<file path="config.mk">
export PLATFORM = sky130hd
export DESIGN_NAME = irq_pending_bank
export DESIGN_NICKNAME = d
export VERILOG_FILES = /design/src/rtl/irqb_pkg.sv /design/src/rtl/irqb_edge.sv /design/src/rtl/irqb_slot.sv /design/src/rtl/irqb_regfile.sv /design/src/rtl/irq_pending_bank.sv
export SDC_FILE = /design/constraint.sdc
export NUM_CORES = 1
export LEC_CHECK = 0
export BUFFER_PORTS_ARGS = -buffer_cell sky130_fd_sc_hd__buf_2
export CAP_MARGIN = 20
export CORE_MARGIN = 1
export CORE_UTILIZATION = 56
export CTS_BUF_LIST = sky130_fd_sc_hd__clkbuf_8
export CTS_CLUSTER_DIAMETER = 100
export DETAILED_ROUTE_END_ITERATION = 10
export GPL_TIMING_DRIVEN = 0
export PLACE_DENSITY = 0.83
export SYNTH_ARGS = -nofsm -noshare
export SYNTH_HDL_FRONTEND = slang
export SYNTH_SLANG_ARGS = --single-unit
</file>
<file path="constraint.sdc">
create_clock -name clk_i -period 2.7 [get_ports clk_i]
set_input_delay 0.54 -clock clk_i [delete_from_list [all_inputs] [get_ports clk_i]]
set_output_delay 0.54 -clock clk_i [all_outputs]
set_load 0.01 [all_outputs]
</file>
<file path="src/rtl/irqb_pkg.sv">
`timescale 1ns/1ps
package irqb_pkg;
  typedef enum logic [1:0] {
    SEL_STATUS = 2'd0,
    SEL_MASK   = 2'd1,
    SEL_PEND   = 2'd2,
    SEL_ENABLE = 2'd3
  } reg_sel_e;

  localparam int unsigned SLOT_DEPTH = 2;
endpackage

</file>
<file path="src/rtl/irqb_edge.sv">
`timescale 1ns/1ps
module irqb_edge #(
  parameter int unsigned N = 32
) (
  input  logic         clk_i,
  input  logic         rst_ni,
  input  logic [N-1:0] lvl_i,
  output logic [N-1:0] rise_o
);
  logic [N-1:0] prev_q;

  always_ff @(posedge clk_i) begin
    if (!rst_ni) prev_q <= '0;
    else         prev_q <= lvl_i;
  end

  assign rise_o = lvl_i & ~prev_q;

  // a rise is only reported when the line was low one cycle earlier
  assert_rise_needs_low_R3: assert property (@(posedge clk_i) disable iff (!rst_ni)
    (rise_o != '0) |-> (($past(lvl_i) & rise_o) == '0))
    else $error("edge reported on a line that was already high");
endmodule

</file>
<file path="src/rtl/irqb_slot.sv">
`timescale 1ns/1ps
module irqb_slot (
  input  logic clk_i,
  input  logic rst_ni,
  input  logic ev_i,
  input  logic clr_i,
  output logic pend_o
);
  import irqb_pkg::*;
  localparam logic [1:0] FULL = 2'(SLOT_DEPTH);

  logic [1:0] cnt_q, cnt_dec, cnt_nxt;

  always_comb begin
    cnt_dec = (clr_i && cnt_q != 2'd0) ? cnt_q - 2'd1 : cnt_q;
    cnt_nxt = (ev_i && cnt_dec != FULL) ? cnt_dec + 2'd1 : cnt_dec;
  end

  always_ff @(posedge clk_i) begin
    if (!rst_ni) cnt_q <= 2'd0;
    else         cnt_q <= cnt_nxt;
  end

  assign pend_o = (cnt_q != 2'd0);

  assert_cnt_legal_R4: assert property (@(posedge clk_i) disable iff (!rst_ni)
    cnt_q <= FULL) else $error("occurrence count out of range");

  assert_shift_forward_R4: assert property (@(posedge clk_i) disable iff (!rst_ni)
    (clr_i && !ev_i && cnt_q == FULL) |=> (cnt_q == 2'd1))
    else $error("second occurrence did not move forward");

  assert_drop_third_R5: assert property (@(posedge clk_i) disable iff (!rst_ni)
    (ev_i && !clr_i && cnt_q == FULL) |=> (cnt_q == FULL))
    else $error("third occurrence changed a full slot");

  assert_hold_idle_R6: assert property (@(posedge clk_i) disable iff (!rst_ni)
    (!ev_i && !clr_i) |=> $stable(cnt_q))
    else $error("slot changed without event or clear");

  assert_edge_wins_R9: assert property (@(posedge clk_i) disable iff (!rst_ni)
    (ev_i && clr_i) |=> pend_o)
    else $error("same-cycle edge lost to clear");
endmodule

</file>
<file path="src/rtl/irqb_regfile.sv">
`timescale 1ns/1ps
module irqb_regfile #(
  parameter int unsigned N = 32
) (
  input  logic         clk_i,
  input  logic         rst_ni,
  input  logic         req_valid_i,
  input  logic         req_write_i,
  input  logic [1:0]   req_addr_i,
  input  logic [N-1:0] req_wdata_i,
  input  logic [N-1:0] status_i,
  input  logic [N-1:0] pend_i,
  output logic [N-1:0] mask_o,
  output logic [N-1:0] en_o,
  output logic [N-1:0] clr_o,
  output logic         rd_valid_o,
  output logic [N-1:0] rd_data_o
);
  import irqb_pkg::*;

  reg_sel_e     sel;
  logic         wr_go, rd_go;
  logic [N-1:0] mask_q, en_q, rd_mux;

  assign sel   = reg_sel_e'(req_addr_i);
  assign wr_go = req_valid_i && req_write_i;
  assign rd_go = req_valid_i && !req_write_i;

  always_ff @(posedge clk_i) begin
    if (!rst_ni) begin
      mask_q <= '1;
      en_q   <= '0;
    end else if (wr_go) begin
      if (sel == SEL_MASK)   mask_q <= req_wdata_i;
      if (sel == SEL_ENABLE) en_q   <= req_wdata_i;
    end
  end

  assign clr_o = (wr_go && sel == SEL_PEND) ? req_wdata_i : '0;

  always_comb begin
    unique case (sel)
      SEL_STATUS: rd_mux = status_i;
      SEL_MASK:   rd_mux = mask_q;
      SEL_PEND:   rd_mux = pend_i;
      SEL_ENABLE: rd_mux = en_q;
      default:    rd_mux = '0;
    endcase
  end

  always_ff @(posedge clk_i) begin
    if (!rst_ni) begin
      rd_valid_o <= 1'b0;
      rd_data_o  <= '0;
    end else begin
      rd_valid_o <= rd_go;
      if (rd_go) rd_data_o <= rd_mux;
    end
  end

  assign mask_o = mask_q;
  assign en_o   = en_q;

  assert_mask_write_R10: assert property (@(posedge clk_i) disable iff (!rst_ni)
    (wr_go && sel == SEL_MASK) |=> (mask_o == $past(req_wdata_i)))
    else $error("mask write not taken");

  assert_enable_write_R10: assert property (@(posedge clk_i) disable iff (!rst_ni)
    (wr_go && sel == SEL_ENABLE) |=> (en_o == $past(req_wdata_i)))
    else $error("enable write not taken");

  assert_rd_latency_R10: assert property (@(posedge clk_i) disable iff (!rst_ni)
    rd_go |=> rd_valid_o)
    else $error("read data not valid one cycle after request");
endmodule

</file>
<file path="src/rtl/irq_pending_bank.sv">
`timescale 1ns/1ps
module irq_pending_bank #(
  parameter int unsigned NUM_SRC = 32
) (
  input  logic               clk_i,
  input  logic               rst_ni,
  input  logic [NUM_SRC-1:0] src_i,
  input  logic               req_valid_i,
  input  logic               req_write_i,
  input  logic [1:0]         req_addr_i,
  input  logic [NUM_SRC-1:0] req_wdata_i,
  output logic               rd_valid_o,
  output logic [NUM_SRC-1:0] rd_data_o,
  output logic               irq_o
);
  logic [NUM_SRC-1:0] rise, mask, en, clr, pend, take;

  irqb_edge #(.N(NUM_SRC)) u_edge (
    .clk_i(clk_i), .rst_ni(rst_ni), .lvl_i(src_i), .rise_o(rise)
  );

  irqb_regfile #(.N(NUM_SRC)) u_regs (
    .clk_i(clk_i), .rst_ni(rst_ni),
    .req_valid_i(req_valid_i), .req_write_i(req_write_i),
    .req_addr_i(req_addr_i), .req_wdata_i(req_wdata_i),
    .status_i(src_i), .pend_i(pend),
    .mask_o(mask), .en_o(en), .clr_o(clr),
    .rd_valid_o(rd_valid_o), .rd_data_o(rd_data_o)
  );

  assign take = rise & ~mask;

  for (genvar b = 0; b < NUM_SRC; b++) begin : g_slot
    irqb_slot u_slot (
      .clk_i(clk_i), .rst_ni(rst_ni),
      .ev_i(take[b]), .clr_i(clr[b]), .pend_o(pend[b])
    );
  end

  assign irq_o = |(pend & en);

  assert_irq_needs_enable_R8: assert property (@(posedge clk_i) disable iff (!rst_ni)
    irq_o |-> (en != '0))
    else $error("interrupt raised with nothing enabled");

  assert_masked_no_capture_R3: assert property (@(posedge clk_i) disable iff (!rst_ni)
    (((rise & mask) != '0) && clr == '0) |=> ((pend & ~$past(pend) & $past(rise & mask)) == '0))
    else $error("masked edge entered pending register");
endmodule

</file>
# Word level (Yosys, flattened, before mapping)
# Cells that the tools add are included.
[classes]
add_sub_neg = 64
eq_ne = 35
n_mux = 66
bitwise = 5
n_reduce_logical = 104
[ops]
columns = ["cell", "n"]
rows = [
  ["$mux W2", 64],
  ["$pmux W32 S4", 1],
  ["$and A32 B32 Y32", 3],
  ["$logic_and A1 B1 Y1", 67],
  ["$add A2 B1 Y2 const B", 32],
  ["$ne A2 B2 Y1 const B", 32],
  ["$not A32 Y32", 2],
  ["$reduce_bool A2 Y1", 32],
  ["$sub A2 B1 Y2 const B", 32],
  ["$mux W32", 1],
  ["$reduce_or A32 Y1", 1],
  ["$eq A2 B2 Y1 const B", 2],
  ["$reduce_and A2 Y1", 2],
  ["$eq A2 B1 Y1 const B", 1],
  ["$logic_not A2 Y1", 1],
  ["$logic_not A1 Y1", 1],
]
[word_totals]
ff_bits = 193
inputBits = 70
output_inout_bits = 34

# Depth between registers and ports, before layout
# Gate-level depths: netlist of the first run.
[logic_depth]
word_depth = 8
mapped_depth = 13

# Modules after synthesis
# A second synthesis of the first run with hierarchy kept.
[unflattened]
hier_cells = 1199
area_unflattened_um2 = 11342.1
[by_module_without_submodules]
columns = ["module", "n_inst", "cells_each", "area_each_um2", "seq_area_each_um2"]
rows = [
  ["irqb_slot", 32, 17, 171.4, 40.0],
  ["irqb_regfile", 1, 503, 4406.7, 1941.9],
  ["irqb_edge", 1, 99, 1092.3, 640.6],
  ["irq_pending_bank", 1, 53, 357.8, 0.0],
]

# Worst setup path after synthesis of the first run
# OpenSTA, ideal clock, no wires.
[synth_path]
path_type = "input-to-reg"
startpoint = "input port req_addr_i[0]"
endpoint = "register g_slot[13].u_slot.cnt_q[0]"
arrival_ns = 2.516
required_ns = 2.585
setup_slack_ns = 0.069
path_stages = 11
n_path_buf = 4
path_cell_list = "buf_6 -> and4b_1 -> buf_4 -> buf_6 -> and3_1 -> buf_4 -> xnor2_1 -> ha_1 -> nor4b_1 -> xnor3_1 -> and2_1"
[synth_via]
elab_chain_cells = 8
word_cells_on_any_way = 9
[synth_rtl]
columns = ["element", "line_no", "rtl"]
rows = [
  ["start, declared", "irq_pending_bank.sv:10", "input logic [1:0] req_addr_i,"],
  ["$eq A2 B2 Y1 *", "irqb_regfile.sv:39", "assign clr_o = (wr_go && sel == SEL_PEND) ? req_wdata_i : '0;"],
  ["$logic_and A1 B1 Y1 *", "irqb_regfile.sv:39", ""],
  ["$mux W32 *", "irqb_regfile.sv:39", ""],
  ["$logic_and A1 B1 Y1 *", "irqb_slot.sv:15", "cnt_dec = (clr_i && cnt_q != 2'd0) ? cnt_q - 2'd1 : cnt_q;"],
  ["$mux W2 *", "irqb_slot.sv:15", ""],
  ["branches (longest 2 deep; another with $add A2 B1 Y2)", "-", ""],
  ["$mux W2 *", "irqb_slot.sv:16", "cnt_nxt = (ev_i && cnt_dec != FULL) ? cnt_dec + 2'd1 : cnt_dec;"],
  ["end signal, assigned", "irqb_slot.sv:21", "else cnt_q <= cnt_nxt;"],
  ["end, declared", "irqb_slot.sv:12", "logic [1:0] cnt_q, cnt_dec, cnt_nxt;"],
]
# Every way passes the cells marked *.
# A chain may end at the register's enable or synchronous reset.

# Worst setup path after layout of the first run
[layout_path]
startpoint = "input port req_write_i"
endpoint = "register g_slot[16].u_slot.cnt_q[0]"
[layout_via]
elab_chain_cells = 8
word_cells_on_any_way = 9
[layout_rtl]
columns = ["element", "line_no", "rtl"]
rows = [
  ["start, declared", "irq_pending_bank.sv:9", "input logic req_write_i,"],
  ["$logic_and A1 B1 Y1 *", "irqb_regfile.sv:26", "assign wr_go = req_valid_i && req_write_i;"],
  ["$logic_and A1 B1 Y1 *", "irqb_regfile.sv:39", ""],
  ["$mux W32 *", "irqb_regfile.sv:39", ""],
  ["$logic_and A1 B1 Y1 *", "irqb_slot.sv:15", ""],
  ["$mux W2 *", "irqb_slot.sv:15", ""],
  ["branches (longest 2 deep; another with $add A2 B1 Y2)", "-", ""],
  ["$mux W2 *", "irqb_slot.sv:16", ""],
  ["end signal, assigned", "irqb_slot.sv:21", ""],
  ["end, declared", "irqb_slot.sv:12", ""],
]
# Marks and branches as above.

==> qor.csv, run 1 <==
metric,value,unit
cpMostUsedCell,buf_4,
cp_slowest_cell,nor4b_1,
grt_pass1_wl,39520,um
rsz0062_at_grt,no,
nFillCells,1448,
synth_cell_types,29,
slew_headroom,0.4892,
p_comb_frac,0.105,
place_congestion,0.8681,
dpl.hpwl,18570,um
drt_first_pass_iters,6,
grt_pass1_vias,7930,
vdd_ir_drop_max,373.4,uV
die_x,137.1,um
wl,25600,um
cts_tree,yes,
cp-end-kind,flip-flop,
period_share,0.9320,
cts-resized-gates,0,
dpl_worst_slack,-295.4,ps
tightest_slew,766.3,ps
antenna_cells,0,
antenna_found_initial,0,
start_util,0.5711,
max_cap_violations,0,
coreArea,17900,um^2
ios,104,
worstSetupStartpointType,input pin,
path_class,in -> reg,
vias_per_cell,5.826,
leakagePower,5.194,nW
synth.yosys.seq_area_share,0.3779,
fin_skew,11.37,ps
portBuffers,102,
hp-class,in -> reg,
ff_latch_area,3864,um^2
max_freq,0.3974,GHz
power.net_switching,1.454,mW
nNetsFinal,1301,
cts_root_buffer,clkbuf_8,
clk_pin_slew,100,ps
setup_violations,0,
clk_path_buf_depth,2,
avgRoutedWirePerCell,18.17,um
htree_levels,4,
clock_sinks,193,
syn_to_final_growth,12.15,%
cts.hold.buffers_added,0,
slowest_delay,570,ps
outcome,"finished, final reports clean",
p_seq_frac,0.523,
power_frac_clock,0.371,
numCtsBuffers,17,
p_int,4.270,mW
fin_ws,183.6,ps
synthArstFlopShare,0,
power_density,499.2,nW/um^2
vias,8209,
multi_input_area,5563,um^2
setup_tns,0,ps
ant_nets,0,
drive_above_1_share,0.1771,
cp_cell_sequence,"buf_2, and4b_1, buf_4, buf_6, and3_1, buf_4, nor2_1, a21oi_1, ha_1, nor4b_1, xnor3_1, and2_1",
synth_edf_count,0,
grt_max_degree,17,
rows,49,
ys.flop_type,dfxtp_1,
hold_viol_final,0,
grt_overflow,0,
die_area,18800,um^2
fin_crit,2516,ps
slew_violations,0,
avgSynthCellArea,9.774,um^2
clock_latency,490,ps
swShare,0.2540,
synth_fp_nets,1180,
cp.required,3090,ps
drcViolationCount,0,
worst-path-max-fanout,10,
syn-cell-area,10220,um^2
synth_cells,1046,
post_cts_buffers,0,
drtIter0Drc,660,
synth_seq_cells,193,
crit_arrival,2900,ps
die_h,137.1,um
yosysWarnings,0,
grt_use_total,0.2823,
-- worst paths after layout --
path / to / depth (start not counted) / slack (ps) / from
setup / recovery: g_slot[16].u_slot.cnt_q[0] / 12 / 180 / req_write_i
hold / removal: u_edge.prev_q[16] / 2 / 270 / src_i[16]
setup reg to reg: g_slot[22].u_slot.cnt_q[0] / 10 / 210 / g_slot[22].u_slot.cnt_q[0]
hold reg to reg: u_regs.en_o[21] / 2 / 470 / u_regs.en_o[21]
-- synthesized netlist by cell type (all sizes together) (16+ instances only) --
cell type	n	area share
a22o	31	0.027
clkbuf	37	0.014
mux4	32	0.070
nor2	24	0.0088
nand3	33	0.016
ha	64	0.078
nor4b	32	0.027
mux2i	21	0.021
and3	32	0.020
xnor3	32	0.070
inv	97	0.036
nand2	148	0.054
xnor2	32	0.027
a21oi	56	0.027
dfxtp	193	0.38
and2	57	0.035
buf	43	0.028
a22oi	16	0.012
o211a	20	0.020
-- cell type report --
cell class,instances,share of cell area
Clock buffer,19,0.02281
Buffer,80,0.03743
Sequential cell,193,0.3370
Inverter,98,0.03208
Multi-Input combinational cell,675,0.4852
Tap cell,229,0.02499
Clock inverter,13,0.01604
Timing Repair Buffer,102,0.04452
-- flip-flops by register name, indices dropped and copies added (netlist names) --
| name | count |
|---|---|
| u_regs.en_o | 32 |
| u_regs.rd_data_o | 32 |
| u_regs.rd_valid_o | 1 |
| u_edge.prev_q | 32 |
| g_slot.u_slot.cnt_q | 64 |
| u_regs.mask_o | 32 |
-- critical path, delay by kind of cell --
kind | cells | cell delay, ps
AOI/OAI and AO/OA | 1 | 60
and+or+nand+nor | 5 | 1210
buffers and inverters | 4 | 610
xor gates and xnor gates | 1 | 300
adders and majority gates | 1 | 180
-- power groups by stage --
stage | sequential [mW] | clock (mW) | combinational [mW]
after floorplan | 3.06 | 0 | 0.357
after global placement | 3.06 | 0 | 0.579
after detailed placement | 3.06 | 0 | 0.598
after CTS | 2.99 | 2.13 | 0.600
after global routing | 3.00 | 2.24 | 0.655
final | 2.99 | 2.13 | 0.604
-- metrics by stage --
stage                     std cells  hold WS [ps]  area (um^2)  total power [mW]    util
after detailed placement       1377         463.0        11020             3.656  0.6156
final                          1409         267.8        11470             5.724  0.6405
after floorplan                1046         445.8        10220             3.413       -
after CTS                      1409         265.4        11470             5.721  0.6405
after global routing           1409         268.7        11470             5.904  0.6405
after global placement         1377         457.8        11020             3.634  0.6156
-- cell families after synthesis --
| group | count (synthesis) | synth area share |
|---|---|---|
| AND/OR/NAND/NOR | 347 | 0.1754 |
| multiplexers | 53 | 0.09105 |
| XOR/XNOR | 64 | 0.09791 |
| adder cells (fa/ha/maj) | 64 | 0.07833 |
| buffers and inverters | 178 | 0.07796 |
| AO/OA/AOI/OAI | 147 | 0.1015 |
| flip-flops | 193 | 0.3779 |
-- metal layers --
layer / global-route usage / part of all wire / up-vias
met5: 0 / 0 / -
met4: 0.1355 / 0.029 / 0
met3: 0.04667 / 0.079 / 49
met2: 0.4700 / 0.48 / 332
met1: 0.3554 / 0.41 / 4002
li1: - / - / 3826
-- cell usage in the layout (no fill, tap or decap), drive strengths merged --
| cell | Yosys | routed |
|---|---|---|
| a41oi | 12 | 12 |
| dfxtp | 193 | 193 |
| nand2 | 148 | 148 |
| nand2b | 14 | 14 |
| mux2i | 21 | 21 |
| xnor3 | 32 | 32 |
| nor4b | 32 | 32 |
| nand4 | 2 | 2 |
| mux4 | 32 | 32 |
| a22oi | 16 | 16 |
| nand3 | 33 | 33 |
| inv | 97 | 99 |
| nor2 | 24 | 24 |
| clkinvlp | 0 | 2 |
| bufinv | 0 | 4 |
| and3 | 32 | 32 |
| and4b | 1 | 1 |
| a21oi | 56 | 56 |
| a22o | 31 | 31 |
| buf | 43 | 145 |
| and4 | 4 | 4 |
| o211a | 20 | 20 |
| and2 | 57 | 57 |
| xnor2 | 32 | 32 |
| o21ai | 12 | 12 |
| clkbuf | 37 | 56 |
| ha | 64 | 64 |
| clkinv | 1 | 6 |
(Power assumes the default switching activity.)
==> inputs of run 2 (changes only) <==
--- a/config.mk
+++ b/config.mk
@@ -5,6 +5,7 @@
 export SDC_FILE = /design/constraint.sdc
 export NUM_CORES = 1
 export LEC_CHECK = 0
+export ABC_AREA = 1
 export BUFFER_PORTS_ARGS = -buffer_cell sky130_fd_sc_hd__buf_2
 export CAP_MARGIN = 20
 export CORE_MARGIN = 1
==> qor.csv, run 2 <==
metric,value,unit
drcViolationCount,0,
grt_overflow,0,
synthTopCellsByCount,"nand2_1 (542), inv_1 (357), dfxtp_1 (193), nand3_1 (193), nor2_1 (154)",
setup_violations,0,
start_util,0.5791,
grt_pass1_vias,10818,
crit_arrival,1970,ps
syn_to_final_growth,10.98,%
clk_pin_slew,100,ps
final_common_cell,nand2_1,
synth_edf_count,0,
hold_viol_final,0,
avgRoutedWirePerCell,14.24,um
path_class,reg -> out,
drt_first_pass_iters,6,
most-common-layout-cells,"nand2_1 (542), inv_1 (357), nand3_1 (193), dfxtp_1 (193), nor2_1 (154)",
synth_cell_types,21,
portBuffers,103,
period_share,0.9291,
place_congestion,0.9370,
grt_max_degree,18,
vias,11840,
drtIter0Drc,1004,
clock_sinks,193,
final_cells,2234,
synthTopCellsByArea,"dfxtp_1 (34%), nand2_1 (18%), inv_1 (12%)",
numCtsBuffers,17,
dpl.hpwl,22660,um
wl,31820,um
setup_tns,0,ps
worstReg2RegStart,g_slot[31].u_slot.cnt_q[0],
synth_cells,1834,
grt_pass1_wl,50590,um
cp-end-kind,output pin,
placed_cells,2202,
synth.yosys.seq_area_share,0.3373,
slew_headroom,0.4187,
cts_root_buffer,clkbuf_8,
synth-simple-area-share,0.3638,
synthAdderAreaFrac,0.06990,
synth.largest_area_cell,dfxtp_1,
yosysMostFrequentCell,nand2_1,
synth.area.mux_share,0,
die_x,145.0,um
post_cts_buffers,0,
final_core_utilization,0.6427,
syn-cell-area,11460,um^2
max_freq,0.3986,GHz
power_density,459.1,nW/um^2
largest_reg_flops,64,
synth_top_family_by_area,simple AND/OR/NAND/NOR gates,
synth_fp_nets,1968,
ys.flop_type,dfxtp_1,
grt_use_total,0.3006,
min_from,req_write_i,
die_area,21030,um^2
vias_per_cell,5.300,
max_cap_violations,0,
ant_nets,0,
tightest_slew,868.8,ps
yosysWarnings,0,
avgSynthCellArea,6.246,um^2
fin_crit,2509,ps
synthArstFlopShare,0,
drive_above_1_share,0.1067,
worst-path-max-fanout,3,
ios,104,
synth-xor-area-share,0,
vdd_ir_drop_max,299.8,uV
synth_top_area_frac,0.3373,
outcome,"finished, final reports clean",
die_h,145.0,um
clock_latency,480,ps
antenna_cells,0,
fin_skew,10.04,ps
antenna_found_initial,0,
rsz0062_at_grt,no,
nNetsFinal,2090,
synth-compound-area-share,0.08869,
slew_violations,0,
coreArea,19780,um^2
cts_tree,yes,
worstSetupStartpointType,flip-flop,
hp-class,in -> reg,
htree_levels,4,
rows,51,
regMostFlops,g_slot.u_slot.cnt_q,
cts.hold.buffers_added,0,
synth_seq_cells,193,
leakagePower,7.206,nW
clk_path_buf_depth,2,
cp.required,2160,ps
cts-resized-gates,0,
startpoint,g_slot[27].u_slot.cnt_q[0],
==> run 2: critical path, cell delays in order (launching register included) <==
cell      delay, ps
dfxtp_1         340
inv_1           110
ha_1            190
inv_1            60
nand2_1          60
nand2_1          70
nor2_1          110
nand3b_1        120
nor2_1          150
nand2_1         120
buf_2           160
==> run 2: path summary, 6_finish.rpt <==
check	endpoint	slack, ps	cells past startpoint
worst max register to register	g_slot[31].u_slot.cnt_q[1]	680	15
worst min register to register	u_regs.mask_o[0]	500	2
worst min-delay path	u_regs.rd_valid_o	270	2
worst max-delay path	irq_o	190	10
==> run 2: cell type report <==
| type | count | area [um^2] |
|---|---|---|
| buffer | 59 | 256.5 |
| sequential | 193 | 3864 |
| fill | 1816 | 7068 |
| inverter | 360 | 1351 |
| timing repair buffer | 103 | 515.5 |
| clock buffer | 19 | 261.5 |
| clock inverter | 13 | 148.9 |
| multi-input combinational | 1222 | 5984 |
| tap | 265 | 331.6 |
==> run 2: layer usage <==
layer / track usage / wire length (um) / part of all wire
met5: 0 / 0 / 0
met4: 0.1388 / 1176 / 0.037
met3: 0.05629 / 2824 / 0.089
met2: 0.5072 / 14810 / 0.47
met1: 0.3694 / 13010 / 0.41
==> run 2: kinds of logic (layout without fill, tap and decap cells) <==
| group | count (synthesis) | in the layout |
|---|---|---|
| AND/OR/NAND/NOR | 976 | 976 |
| flip-flops | 193 | 193 |
| buffers and inverters | 419 | 554 |
| adder cells (fa/ha/maj) | 64 | 64 |
| AO/OA/AOI/OAI | 182 | 182 |
==> run 2: stage by stage <==
| step | hold slack (ps) | cell area (um^2) | total power, mW | worst slack [ps] |
|---|---|---|---|---|
| finish | 265.8 | 12710 | 5.836 | 191.3 |
| global route | 273.1 | 12710 | 6.066 | 90.98 |
| CTS | 248.0 | 12710 | 5.823 | 224.9 |
| detailed placement | 481.0 | 12300 | 3.878 | 159.1 |
| global placement | 474.9 | 12300 | 3.848 | 232.5 |
| floorplan | 459.1 | 11460 | 3.576 | 721.0 |
==> run 2: where the power goes <==
part	total [mW]	switching (mW)	internal [mW]
clock network	2.00	1.11	0.890
logic	0.816	0.552	0.264
registers	3.02	0.0608	2.96
